File: src/rtl/pwm_pair_pkg.sv
package pwm_pair_pkg;
  localparam int NUM_CH  = 2;
  localparam int NUM_SRC = 4;
  localparam int SEL_W   = 2;
  localparam int DIV_W   = 7;
  localparam int CNT_W   = 16;

  // Control-word field extraction; positions are fixed by the register map.
  function automatic logic f_en(input logic [31:0] ctrl, input int ch);
    return ctrl[ch];
  endfunction

  function automatic logic [SEL_W-1:0] f_sel(input logic [31:0] ctrl, input int ch);
    return ctrl[4 + 2*ch +: SEL_W];
  endfunction

  function automatic logic [DIV_W-1:0] f_div(input logic [31:0] ctrl, input int ch);
    return ctrl[8 + 8*ch +: DIV_W];
  endfunction

  function automatic logic f_gate(input logic [31:0] ctrl, input int ch);
    return ctrl[15 + 8*ch];
  endfunction
endpackage

File: src/rtl/pwm_src_sync.sv
module pwm_src_sync #(
  parameter int NUM_SRC = 4,
  parameter int STAGES  = 2
) (
  input  logic               clk,
  input  logic               rst_n,
  input  logic [NUM_SRC-1:0] src_clk,
  output logic [NUM_SRC-1:0] src_rise
);
  logic [NUM_SRC-1:0] stg [STAGES];
  logic [NUM_SRC-1:0] prev;

  always_ff @(posedge clk or negedge rst_n) begin
    if (!rst_n) begin
      for (int i = 0; i < STAGES; i++) stg[i] <= '0;
      prev <= '0;
    end else begin
      stg[0] <= src_clk;
      for (int i = 1; i < STAGES; i++) stg[i] <= stg[i-1];
      prev <= stg[STAGES-1];
    end
  end

  assign src_rise = stg[STAGES-1] & ~prev;

  // a synchronised rising edge lasts exactly one cycle
  p_rise_single_r5: assert property (@(posedge clk) disable iff (!rst_n)
    (src_rise != '0) |=> ((src_rise & $past(src_rise)) == '0));
endmodule

File: src/rtl/pwm_tick_div.sv
module pwm_tick_div
  import pwm_pair_pkg::*;
#(
  parameter int NSRC = NUM_SRC,
  parameter int DW   = DIV_W
) (
  input  logic                     clk,
  input  logic                     rst_n,
  input  logic [NSRC-1:0]          src_rise,
  input  logic [$clog2(NSRC)-1:0]  sel,
  input  logic [DW-1:0]            div,
  input  logic                     gate,
  output logic                     tick
);
  logic          edge_sel;
  logic [DW-1:0] dcnt;
  logic          wrap;

  assign edge_sel = src_rise[sel];
  assign wrap     = (dcnt >= div);
  assign tick     = gate & edge_sel & wrap;

  always_ff @(posedge clk or negedge rst_n) begin
    if (!rst_n)                 dcnt <= '0;
    else if (gate && edge_sel)  dcnt <= wrap ? '0 : dcnt + 1'b1;
  end

  // ticks are never on consecutive cycles (edges are spaced)
  p_tick_spacing_r6: assert property (@(posedge clk) disable iff (!rst_n)
    tick |=> !tick);
  // the edge counter stays within the divide range once it has wrapped
  p_div_bound_r6: assert property (@(posedge clk) disable iff (!rst_n)
    (tick && $stable(div)) |=> (dcnt == '0));
endmodule

File: src/rtl/pwm_wave.sv
module pwm_wave
  import pwm_pair_pkg::*;
#(
  parameter int CW = CNT_W
) (
  input  logic          clk,
  input  logic          rst_n,
  input  logic          en,
  input  logic          tick,
  input  logic [CW-1:0] duty_hi,
  input  logic [CW-1:0] duty_lo,
  output logic          out
);
  logic          phase_hi;
  logic [CW-1:0] cnt, cur_hi, cur_lo;
  logic          end_hi, end_lo;

  assign end_hi = tick & phase_hi & (cnt == cur_hi);
  assign end_lo = tick & ~phase_hi & (cnt == cur_lo);

  always_ff @(posedge clk or negedge rst_n) begin
    if (!rst_n) begin
      phase_hi <= 1'b1;
      cnt      <= '0;
      cur_hi   <= '0;
      cur_lo   <= '0;
    end else if (!en) begin
      phase_hi <= 1'b1;
      cnt      <= '0;
      cur_hi   <= duty_hi;
      cur_lo   <= duty_lo;
    end else if (end_hi) begin
      phase_hi <= 1'b0;
      cnt      <= '0;
    end else if (end_lo) begin
      phase_hi <= 1'b1;
      cnt      <= '0;
      cur_hi   <= duty_hi;
      cur_lo   <= duty_lo;
    end else if (tick) begin
      cnt <= cnt + 1'b1;
    end
  end

  assign out = en & phase_hi;

  // the phase counter never passes the active phase length
  p_cnt_high_r3: assert property (@(posedge clk) disable iff (!rst_n)
    phase_hi |-> (cnt <= cur_hi));
  p_cnt_low_r3: assert property (@(posedge clk) disable iff (!rst_n)
    !phase_hi |-> (cnt <= cur_lo));
  // enabling starts in the high phase
  p_start_high_r9: assert property (@(posedge clk) disable iff (!rst_n)
    $rose(en) |-> out);
  // a new period uses the duty value present at the boundary
  p_reload_r10: assert property (@(posedge clk) disable iff (!rst_n)
    ($rose(phase_hi) && en) |-> (cur_hi == $past(duty_hi)));
endmodule

File: src/rtl/pwm_pair.sv
module pwm_pair
  import pwm_pair_pkg::*;
#(
  parameter int SYNC_STAGES = 2
) (
  input  logic                clk,
  input  logic                rst_n,
  input  logic                bus_we,
  input  logic [3:0]          bus_addr,
  input  logic [31:0]         bus_wdata,
  output logic [31:0]         bus_rdata,
  input  logic [NUM_SRC-1:0]  src_clk,
  output logic [NUM_CH-1:0]   pwm_out
);
  localparam logic [3:0] ADDR_CTRL = 4'h8;

  logic [31:0]        duty_q [NUM_CH];
  logic [31:0]        ctrl_q;
  logic [NUM_SRC-1:0] src_rise;

  always_ff @(posedge clk or negedge rst_n) begin
    if (!rst_n) begin
      ctrl_q <= '0;
      for (int c = 0; c < NUM_CH; c++) duty_q[c] <= '0;
    end else if (bus_we) begin
      if (bus_addr == ADDR_CTRL) ctrl_q <= bus_wdata;
      for (int c = 0; c < NUM_CH; c++)
        if (bus_addr == 4'(4*c)) duty_q[c] <= bus_wdata;
    end
  end

  always_comb begin
    bus_rdata = '0;
    if (bus_addr == ADDR_CTRL) bus_rdata = ctrl_q;
    for (int c = 0; c < NUM_CH; c++)
      if (bus_addr == 4'(4*c)) bus_rdata = duty_q[c];
  end

  pwm_src_sync #(.NUM_SRC(NUM_SRC), .STAGES(SYNC_STAGES)) u_sync (
    .clk(clk), .rst_n(rst_n), .src_clk(src_clk), .src_rise(src_rise)
  );

  for (genvar c = 0; c < NUM_CH; c++) begin : g_ch
    logic tick;

    pwm_tick_div u_div (
      .clk(clk), .rst_n(rst_n), .src_rise(src_rise),
      .sel(f_sel(ctrl_q, c)), .div(f_div(ctrl_q, c)),
      .gate(f_gate(ctrl_q, c)), .tick(tick)
    );

    pwm_wave u_wave (
      .clk(clk), .rst_n(rst_n), .en(f_en(ctrl_q, c)), .tick(tick),
      .duty_hi(duty_q[c][31:16]), .duty_lo(duty_q[c][15:0]),
      .out(pwm_out[c])
    );

    // clearing the enable bit forces the output low next cycle
    p_disable_low_r8: assert property (@(posedge clk) disable iff (!rst_n)
      (bus_we && bus_addr == ADDR_CTRL && !bus_wdata[c]) |=> !pwm_out[c]);
    // with the gate closed and enable steady the output holds
    p_gate_hold_r7: assert property (@(posedge clk) disable iff (!rst_n)
      (!f_gate(ctrl_q, c) && $stable(ctrl_q)) |-> $stable(pwm_out[c]));
    // a duty write is visible in the register next cycle
    p_duty_write_r2: assert property (@(posedge clk) disable iff (!rst_n)
      (bus_we && bus_addr == 4'(4*c)) |=> (duty_q[c] == $past(bus_wdata)));
  end
endmodule

File: config.mk
export PLATFORM = sky130hd
export DESIGN_NAME = pwm_pair
export DESIGN_NICKNAME = d
export VERILOG_FILES = /design/src/rtl/pwm_pair_pkg.sv /design/src/rtl/pwm_src_sync.sv /design/src/rtl/pwm_tick_div.sv /design/src/rtl/pwm_wave.sv /design/src/rtl/pwm_pair.sv
export SDC_FILE = /design/constraint.sdc
export NUM_CORES = 1
export LEC_CHECK = 0
export BUFFER_PORTS_ARGS = -buffer_cell sky130_fd_sc_hd__buf_4
export CAP_MARGIN = 20
export CELL_PAD_IN_SITES_DETAIL_PLACEMENT = 1
export CELL_PAD_IN_SITES_GLOBAL_PLACEMENT = 2
export CORE_MARGIN = 2
export CORE_UTILIZATION = 44
export DETAILED_ROUTE_END_ITERATION = 6
export PLACE_DENSITY = 0.82
export SLEW_MARGIN = 30
export SYNTH_ARGS = -nofsm -noshare
export SYNTH_HDL_FRONTEND = slang
export SYNTH_SLANG_ARGS = --single-unit
File: constraint.sdc
create_clock -name clk -period 4.9 [get_ports clk]
set_input_delay 0.245 -clock clk [delete_from_list [all_inputs] [get_ports clk]]
set_output_delay 0.245 -clock clk [all_outputs]
set_load 0.02 [all_outputs]
# Word level (Yosys, flattened, before mapping)
# Index checks and enable logic that the tools add are counted.
[word_totals]
regBits = 220
in_bits = 43
[classes]
n_addsub = 4
order_cmp = 4
eq_ne = 14
muxes = 35
bitwise_logic = 18
n_reduce_logical = 8
[op_table]
columns = ["op", "n"]
rows = [
  ["two-way mux 16 bit", 20],
  ["two-way mux 32 bit", 3],
  ["equality test 16 bit", 4],
  ["adder 16 x 1 -> 16 bit (second input constant)", 2],
  ["adder 7 x 1 -> 7 bit (second input constant)", 2],
  ["bitwise AND 1 bit", 14],
  [">= comparator 7 bit", 2],
  ["two-way mux 7 bit", 2],
  ["AND reduction 2 bit", 5],
  ["two-way mux 1 bit", 8],
  ["inequality test 4 x 1 -> 1 bit (second input constant)", 2],
  ["< comparator 2 x 3 -> 1 bit (second input constant)", 2],
  ["inequality test 3 x 1 -> 1 bit (second input constant)", 2],
  ["bitwise AND 4 bit", 1],
  ["binary-select mux 1 bit (select 2 bit)", 2],
  ["equality test 4 x 3 -> 1 bit (second input constant)", 1],
  ["equality test 4 bit (second input constant)", 1],
  ["logical NOT 4 bit", 1],
  ["inequality test 2 x 1 -> 1 bit (second input constant)", 2],
  ["inequality test 2 bit (second input constant)", 2],
  ["inverter 4 bit", 1],
  ["logical AND 1 bit", 2],
  ["inverter 1 bit", 2],
]

# Longest topological paths before layout
# Gate-level depths: netlist (run 1).
[logic_depth]
depth_word = 11
depth_mapped = 10
ltp_nobuf = 8

# Cells and area by module
# A second synthesis (run 1) with hierarchy kept.
[unflattened]
hier_cells = 859
hier_area_um2 = 11105.7
[by_module_without_submodules]
columns = ["module", "n_inst", "cells_per_inst", "area_per_inst_um2", "seq_area_each_um2"]
rows = [
  ["pwm_pair", 1, 318, 4340.4, 2402.3],
  ["pwm_wave (g_ch[1].u_wave)", 1, 204, 2625.0, 1227.4],
  ["pwm_wave (g_ch[0].u_wave)", 1, 203, 2623.8, 1227.4],
  ["pwm_tick_div", 2, 59, 580.6, 175.2],
  ["pwm_src_sync", 1, 16, 355.3, 300.3],
]

# Least setup slack after synthesis (run 1)
# No wires, ideal clock.
[synth_timing]
path_type = "reg2reg"
start = "reg g_ch[0].u_div.dcnt[2]"
end = "reg g_ch[0].u_wave.cur_hi[10]"
setup_time_ns = 0.125
t_arrival_ns = 2.183
slack_ns = 2.592
stages_incl_launch_ff = 9
n_path_buf = 1
synth_period_minus_slack_ns = 2.308
path_cell_list = "dfrtp_1 > ha_1 > a21o_1 > a31oi_1 > o21ai_0 > nand2_1 > o21ai_4 > buf_6 > mux2_2"
[synth_via]
elab_chain_cells = 6
[synth_rtl]
columns = ["item", "line_no", "rtl"]
rows = [
  ["start: declaration", "pwm_tick_div.sv:16", "logic [DW-1:0] dcnt;"],
  ["start signal: assignment", "pwm_tick_div.sv:25", "else if (gate && edge_sel) dcnt <= wrap ? '0 : dcnt + 1'b1;"],
  [">= comparator 7 bit (*)", "pwm_tick_div.sv:20", "assign wrap = (dcnt >= div);"],
  ["bitwise AND 1 bit (*)", "pwm_tick_div.sv:21", "assign tick = gate & edge_sel & wrap;"],
  ["bitwise AND 1 bit, on equally long branches (2 in series)", "pwm_wave.sv:18, pwm_wave.sv:19", ""],
  ["inequality test 2 bit (no line) or inequality test 2 x 1 -> 1 bit (tied branches)", "-", ""],
  ["AND reduction 2 bit (no line) (*)", "-", ""],
  ["end signal: assignment", "pwm_wave.sv:30", "cur_hi <= duty_hi;"],
  ["end signal: assignment", "pwm_wave.sv:38", "cur_hi <= duty_hi;"],
  ["end: declaration", "pwm_wave.sv:15", "logic [CW-1:0] cnt, cur_hi, cur_lo;"],
]
# Mark *: on every way between the ends. The rest lies on a longest branch, timed or not.
# A chain may end at the register's enable or synchronous reset.

# Final worst setup path (run 1)
[layout_timing]
start = "reg g_ch[0].u_div.dcnt[2]"
end = "reg g_ch[0].u_wave.cur_hi[13]"
# Same word-level chain as after synthesis.

==> flow_summary.json, run 1 <==
{
  "finalSetupViolCount": 0,
  "fin_hold_ws_ps": 200,
  "peakVddDrop_uv": 211,
  "p_total_w": 0.00591,
  "synth-main-ff-cell": "dfrtp_1",
  "first_pass_iters": 5,
  "netlist_top_cells_area": "dfrtp_1 52%, mux2_2 17%, xor2_1 4.0%",
  "fin_skew_ps": 13.4,
  "timing.final.crit_share_pct": 62.1,
  "clock.fmax_mhz": 329,
  "synth_compound_area_share_pct": 7.83,
  "antenna_found_initial": 0,
  "cts_buffer_depth": 3,
  "grt_max_degree": 121,
  "rows": 56,
  "cap_violations": 0,
  "power_leakage_nw": 5.73,
  "period_minus_slack_ps": 3040,
  "synth_mux_area_share_pct": 17.5,
  "ys_seq_area_share_pct": 52.7,
  "worst_pin_slew_ps": 817,
  "synthArstFlopShare_pct": 100,
  "cts_resized": 0,
  "fp.dieW_um": 158,
  "rsz0062_at_grt": "false",
  "grt_pass1_wl_um": 45200,
  "core_area_um2": 23400,
  "grt_pass1_vias": 7958,
  "initial_utilization_pct": 44.7,
  "dp_hpwl_um": 18900,
  "drv_slew": 0,
  "fin_tns_setup_ps": 0,
  "fillerInstances": 2482,
  "synth_xor_area_share_pct": 5.78,
  "ys_ff_latch": 220,
  "wirelength_um": 28600,
  "syn_to_final_growth_pct": 20.9,
  "post_drt_wl_per_cell_um": 21.6,
  "placed_area_um2": 11300,
  "synth_fa_ha_area_share_pct": 2.16,
  "worst_r2r_endpoint": "g_ch[0].u_wave.cur_hi[13]$_DFFE_PN0P_",
  "grt_usage_pct": 23.6,
  "overflow": 0,
  "synth_nets": 943,
  "cts_buffers": 26,
  "power.density_nw_per_um2": 467,
  "ios": 77,
  "yosys_warnings": 0,
  "start_kind": "flip-flop",
  "final_hold_viol_count": 0,
  "cts_max_level": 1,
  "cp_data_required_time_ps": 5300,
  "ys_types": 49,
  "first_iter_violations": 434,
  "multiInputGateArea_um2": 4620,
  "diodes": 0,
  "design_area_um2": 12600,
  "synth_largest_area_cell": "dfrtp_1",
  "rr_worst_depth": 8,
  "via_count": 7350,
  "synth_top_area_share_pct": 52.2,
  "drc": 0,
  "die_y_um": 158,
  "clk_pin_slew_ps": 60,
  "slew_headroom_pct": 45.4,
  "hp-class": "in2async",
  "status": "finished clean",
  "synth_top_family_by_area": "multiplexers",
  "worst_setup_path_end_kind": "flip-flop",
  "synth_edf_count": 0,
  "cts_root_buffer": "clkbuf_16",
  "portBuffers": 76,
  "clock-sinks": 220,
  "finalNetCount": 1049,
  "yosys.area_share.simple_pct": 10.6,
  "critPathKind": "reg2reg",
  "crit_arrival_ps": 3440,
  "cpMaxStageDelayCell": "o21ai_0",
  "syn_avg_cell_area_um2": 11.8,
  "critical-path-max-stage-delay_ps": 630,
  "path_cells": "ha_1 > a21o_1 > a31oi_1 > o21ai_0 > nand2_1 > o21ai_4 > buf_16 > mux2_2",
  "synthesis.area_um2": 10500,
  "path_max_fanout": 21,
  "syn-instance-count": 882,
  "clock_latency_ps": 520,
  "crit-reg2reg-launch": "g_ch[0].u_div.dcnt[2]$_DFFE_PN0P_",
  "cts_tree": "yes",
  "area.sequential_um2": 5510,
  "gp_congestion": 0.791,
  "via_per_inst": 5.54,
  "layout-drive-gt1-share_pct": 30.2,
  "dieArea_um2": 25000,
  "rrSetupSlack_ps": 1860,
  "ant_nets": 0
}
-- critical path: cells and delay by family, from the launching register on --
kind | cells | cell delay (ps)
flip-flops | 1 | 430
AO/OA/AOI/OAI | 4 | 1280
adder cells (fa/ha/maj) | 1 | 320
buffers and inverters | 1 | 230
AND/OR/NAND/NOR | 1 | 300
multiplexers | 1 | 350
-- synthesized netlist by cell type (7+ instances only) --
cell type	instances
a21oi_1	34
a22oi_1	32
buf_1	10
buf_2	7
buf_6	8
clkbuf_1	20
dfrtp_1	218
ha_1	18
inv_1	22
mux2_2	160
nand2_1	95
nand3_1	17
nand4_1	18
nor2_1	10
nor4_1	9
o21ai_0	27
o31ai_1	12
or3_1	22
or4_1	13
xnor2_1	21
xor2_1	48
-- repair_timing --
item	CTS	global route
endpoints found under the hold margin	214	0
buffers inserted	0	0
hold buffers	37	0
-- kinds of logic (layout without fill, tap and decap cells) --
kind of cell | after synthesis | count (layout)
flip-flops | 220 | 220
buffers and inverters | 71 | 197
AND/OR/NAND/NOR | 217 | 217
multiplexers | 163 | 163
AO/OA/AOI/OAI | 124 | 124
XOR/XNOR | 69 | 69
adder cells (fa/ha/maj) | 18 | 18
-- per-stage QoR --
step / setup WS (ps) / instances / util [%]
2_1_floorplan: 2590 / 882 / -
3_3_place_gp: 1890 / 1239 / 48.2
6_report: 1860 / 1327 / 54.0
3_5_place_dp: 1790 / 1240 / 48.3
5_1_grt: 1670 / 1327 / 54.0
4_1_cts: 1780 / 1325 / 53.8
-- cell type report --
cell class | count | area share [%]
tap | 319 | 3.16
clock inverter | 11 | 1.31
sequential | 220 | 43.6
timing repair buffer | 127 | 8.76
inverter | 22 | 0.654
multi-input combinational | 591 | 36.6
clock buffer | 37 | 5.96
-- placed cells by master (no fill, tap or decap), drive strengths merged, types with 4 or more instances in the layout --
cell type,synthesis,final
xnor2,21,21
and2,4,4
or4,14,14
xor2,48,48
a21oi,34,34
nand4,18,18
nand3,17,17
inv,22,22
a22oi,32,32
nor3b,4,4
ha,18,18
o21ai,28,28
clkinv,0,6
clkbuf,20,37
nor3,4,4
nor4,9,9
a21boi,4,4
o31ai,12,12
and3,6,6
buf,29,90
bufinv,0,4
or3,22,22
and4,4,4
nand2,95,95
dlygate4sd3,0,37
nor2,10,10
dfrtp,218,218
mux2,160,160
-- flip-flops by register name, summed over array words and instances, names as in the netlist --
name and count:
ctrl_q 32, duty_q 64, g_ch.u_div.dcnt 14, g_ch.u_wave.cnt 32, g_ch.u_wave.cur_hi 32, g_ch.u_wave.cur_lo 32
g_ch.u_wave.phase_hi 2, u_sync.prev 4, u_sync.stg 8
-- layer usage --
layer / vias up / GRT usage (%) / part of all wire (%)
met2: 118 / 40.6 / 50
met3: 44 / 2.90 / 2.7
met5: - / 0 / 0
met1: 3816 / 32.0 / 45
met4: 0 / 5.15 / 2.0
li1: 3372 / - / -
-- power by group --
group	switching, W	internal (W)
Sequential	0.000416	0.00226
Combinational	0.000532	0.000652
Clock	0.000770	0.00128
-- worst max path at each step --
stage                                            startpoint                                    end  slack [ps]  depth (start not counted)
after global placement               ctrl_q[22]$_DFFE_PN0P_   g_ch[1].u_wave.cur_lo[4]$_DFFE_PN0P_        1890                          8
final                     g_ch[0].u_div.dcnt[2]$_DFFE_PN0P_  g_ch[0].u_wave.cur_hi[13]$_DFFE_PN0P_        1860                          8
after global routing                 ctrl_q[14]$_DFFE_PN0P_  g_ch[0].u_wave.cur_hi[13]$_DFFE_PN0P_        1670                          8
after CTS                            ctrl_q[22]$_DFFE_PN0P_   g_ch[1].u_wave.cur_lo[0]$_DFFE_PN0P_        1780                          8
after floorplan           g_ch[0].u_div.dcnt[2]$_DFFE_PN0P_  g_ch[0].u_wave.cur_hi[10]$_DFFE_PN0P_        2590                          8
after detailed placement             ctrl_q[22]$_DFFE_PN0P_   g_ch[1].u_wave.cur_lo[5]$_DFFE_PN0P_        1790                          8
(Power assumes the default switching activity.)
==> run 2: changes to the inputs <==
ABC_AREA = 1   (was not set)
CORE_UTILIZATION = 36   (was 44)
PLACE_DENSITY = 0.78   (was 0.82)
clock period = 3.2 ns   (was 4.9 ns; I/O delays follow)
==> flow_summary.json, run 2 <==
{
  "fin_skew_ps": 8.57,
  "slew_headroom_pct": 51.6,
  "cap_violations": 0,
  "syn_to_final_growth_pct": 20.4,
  "clk_pin_slew_ps": 60,
  "via_count": 9604,
  "placed_area_um2": 12100,
  "path_max_fanout": 36,
  "core_area_um2": 30500,
  "gp_congestion": 0.845,
  "rr_worst_depth": 10,
  "dp_hpwl_um": 25400,
  "synth_xor_area_share_pct": 2.43,
  "grt_pass1_vias": 10100,
  "synth_largest_area_cell": "dfrtp_1",
  "power_leakage_nw": 6.77,
  "clock_latency_ps": 540,
  "timing.final.crit_share_pct": 80.5,
  "p_int_w": 0.00625,
  "rrSetupSlack_ps": 620,
  "worst_pin_slew_ps": 726,
  "first_pass_iters": 4,
  "syn_avg_cell_area_um2": 7.77,
  "grt_max_degree": 87,
  "cts_buffer_depth": 3,
  "cp_data_required_time_ps": 3650,
  "status": "finished clean",
  "combPwrFrac_pct": 22.5,
  "synth-main-ff-cell": "dfrtp_1",
  "worst_setup_path_end_kind": "flip-flop",
  "synth_top_family_by_area": "simple AND/OR/NAND/NOR gates",
  "via_per_inst": 4.91,
  "synth_compound_area_share_pct": 8.92,
  "wirelength_um": 34900,
  "hp-class": "in2async",
  "critPathKind": "reg2reg",
  "layout-drive-gt1-share_pct": 12.4,
  "p_sw_share_pct": 33.5,
  "antenna_found_initial": 0,
  "fillerInstances": 3721,
  "die_y_um": 180,
  "peakVddDrop_uv": 407,
  "initial_utilization_pct": 36.6,
  "netlist_top_cells_area": "dfrtp_1 49%, nand2_1 18%, inv_1 5.3%",
  "cts_buffers": 27,
  "grt_usage_pct": 22.0,
  "clockPowerShare_pct": 35.2,
  "final_hold_viol_count": 0,
  "switchingPower_w": 0.00315,
  "clock.fmax_mhz": 388,
  "synth_mux_area_share_pct": 0,
  "worst_r2r_endpoint": "g_ch[1].u_wave.cnt[15]$_DFFE_PN0P_",
  "syn-instance-count": 1435,
  "post_drt_wl_per_cell_um": 17.9,
  "cts_max_level": 1,
  "synthesis.area_um2": 11200,
  "crit-reg2reg-launch": "g_ch[1].u_div.dcnt[2]$_DFFE_PN0P_",
  "synthArstFlopShare_pct": 100,
  "dieArea_um2": 32400,
  "synth_common_cells": "529 x nand2_1, 218 x dfrtp_1, 158 x inv_1",
  "layout_commonest_cell": "nand2_1",
  "crit_arrival_ps": 3020,
  "synth.most_common_cell": "nand2_1",
  "final_cell_mix": "526 x nand2_1, 218 x dfrtp_1, 158 x inv_1",
  "top_register": "duty_q",
  "start_kind": "flip-flop",
  "rows": 64,
  "largest_reg_flops": 64,
  "ant_nets": 0,
  "period_minus_slack_ps": 2580,
  "grt_pass1_wl_um": 57000,
  "portBuffers": 76,
  "drc": 0,
  "synth_edf_count": 0,
  "clock-sinks": 220,
  "finalNetCount": 1599,
  "overflow": 0,
  "power.density_nw_per_um2": 701,
  "fin_tns_setup_ps": 0,
  "first_iter_violations": 499,
  "ios": 77,
  "drv_slew": 0,
  "ys_seq_area_share_pct": 49.4,
  "synth_top_area_share_pct": 48.9,
  "finalSetupViolCount": 0,
  "rsz0062_at_grt": "false",
  "cts_tree": "yes",
  "synth_nets": 1496,
  "diodes": 0,
  "fp.dieW_um": 180,
  "cts_root_buffer": "clkbuf_16",
  "yosys_warnings": 0,
  "yosys.area_share.simple_pct": 28.7,
  "design_area_um2": 13400,
  "synth_fa_ha_area_share_pct": 2.02,
  "ys_types": 39,
  "ys_ff_latch": 220,
  "sequentialPowerShare_pct": 42.2
}
[run 2: layer usage]
metal	share of wire, %	GRT usage, %
met3	2.9	2.49
met4	1.9	4.72
met2	46	35.8
met1	49	31.6
met5	0	0
[run 2: cell type report]
type,instances,area (um^2),share of cell area (%)
clock buffer,34,752,5.60
clock inverter,16,216,1.61
inverter,166,623,4.64
multi-input combinational,992,4710,35.1
sequential,220,5510,41.0
tap,396,495,3.69
timing repair buffer,131,1120,8.35
[run 2: kinds of logic after synthesis]
logic type | Yosys count
and+or+nand+nor | 769
adders and majority gates | 18
xor gates and xnor gates | 31
buffers and inverters | 223
DFF | 220
AOI/OAI and AO/OA | 174
[run 2: timing repair]
action	CTS	global route
setup endpoints to repair	0	0
setup buffers	0	0
resized for setup	0	0
hold endpoints to repair	179	0
hold buffers	37	0
[run 2: per-stage QoR]
stage                     worst slack [ps]  util (%)  hold slack (ps)  cells  total power (W)
final                                  623      44.0              209   1955          0.00940
after global placement                 793      39.6              228   1868          0.00605
after detailed placement               677      39.6              228   1868          0.00613
after floorplan                       1380         -             -136   1435          0.00536
after CTS                              633      44.0              241   1955          0.00955
after global routing                   411      44.0              250   1955           0.0100
[run 2: worst max-delay path by stage]
stage,start,end,slack (ps),cells after the start
final,g_ch[1].u_div.dcnt[2]$_DFFE_PN0P_,g_ch[1].u_wave.cnt[15]$_DFFE_PN0P_,620,10
after global routing,ctrl_q[22]$_DFFE_PN0P_,g_ch[1].u_wave.cnt[15]$_DFFE_PN0P_,410,11
after CTS,g_ch[1].u_div.dcnt[2]$_DFFE_PN0P_,g_ch[1].u_wave.cnt[15]$_DFFE_PN0P_,630,10
after detailed placement,g_ch[1].u_div.dcnt[2]$_DFFE_PN0P_,g_ch[1].u_wave.cnt[15]$_DFFE_PN0P_,680,10
after global placement,g_ch[1].u_div.dcnt[2]$_DFFE_PN0P_,g_ch[1].u_wave.cnt[0]$_DFFE_PN0P_,790,10
after floorplan,g_ch[0].u_div.dcnt[2]$_DFFE_PN0P_,g_ch[0].u_wave.cur_hi[10]$_DFFE_PN0P_,1380,13
[run 2: critical path: stages (launching register included)]
cell,delay (ps)
dfrtp_1,430
ha_1,330
a21oi_1,140
nand2_1,70
nand2_1,60
nand3_1,170
nand2_4,190
nand2_4,260
nand2_4,210
nand2_1,340
a21oi_1,280
[run 2: power by group through the flow]
stage                     clock network [W]  registers (W)  logic, W
final                               0.00331        0.00397   0.00212
after global routing                0.00351        0.00405   0.00249
after CTS                           0.00341        0.00397   0.00216
after detailed placement                  0        0.00401   0.00211
after global placement                    0        0.00400   0.00205
after floorplan                           0        0.00376   0.00160
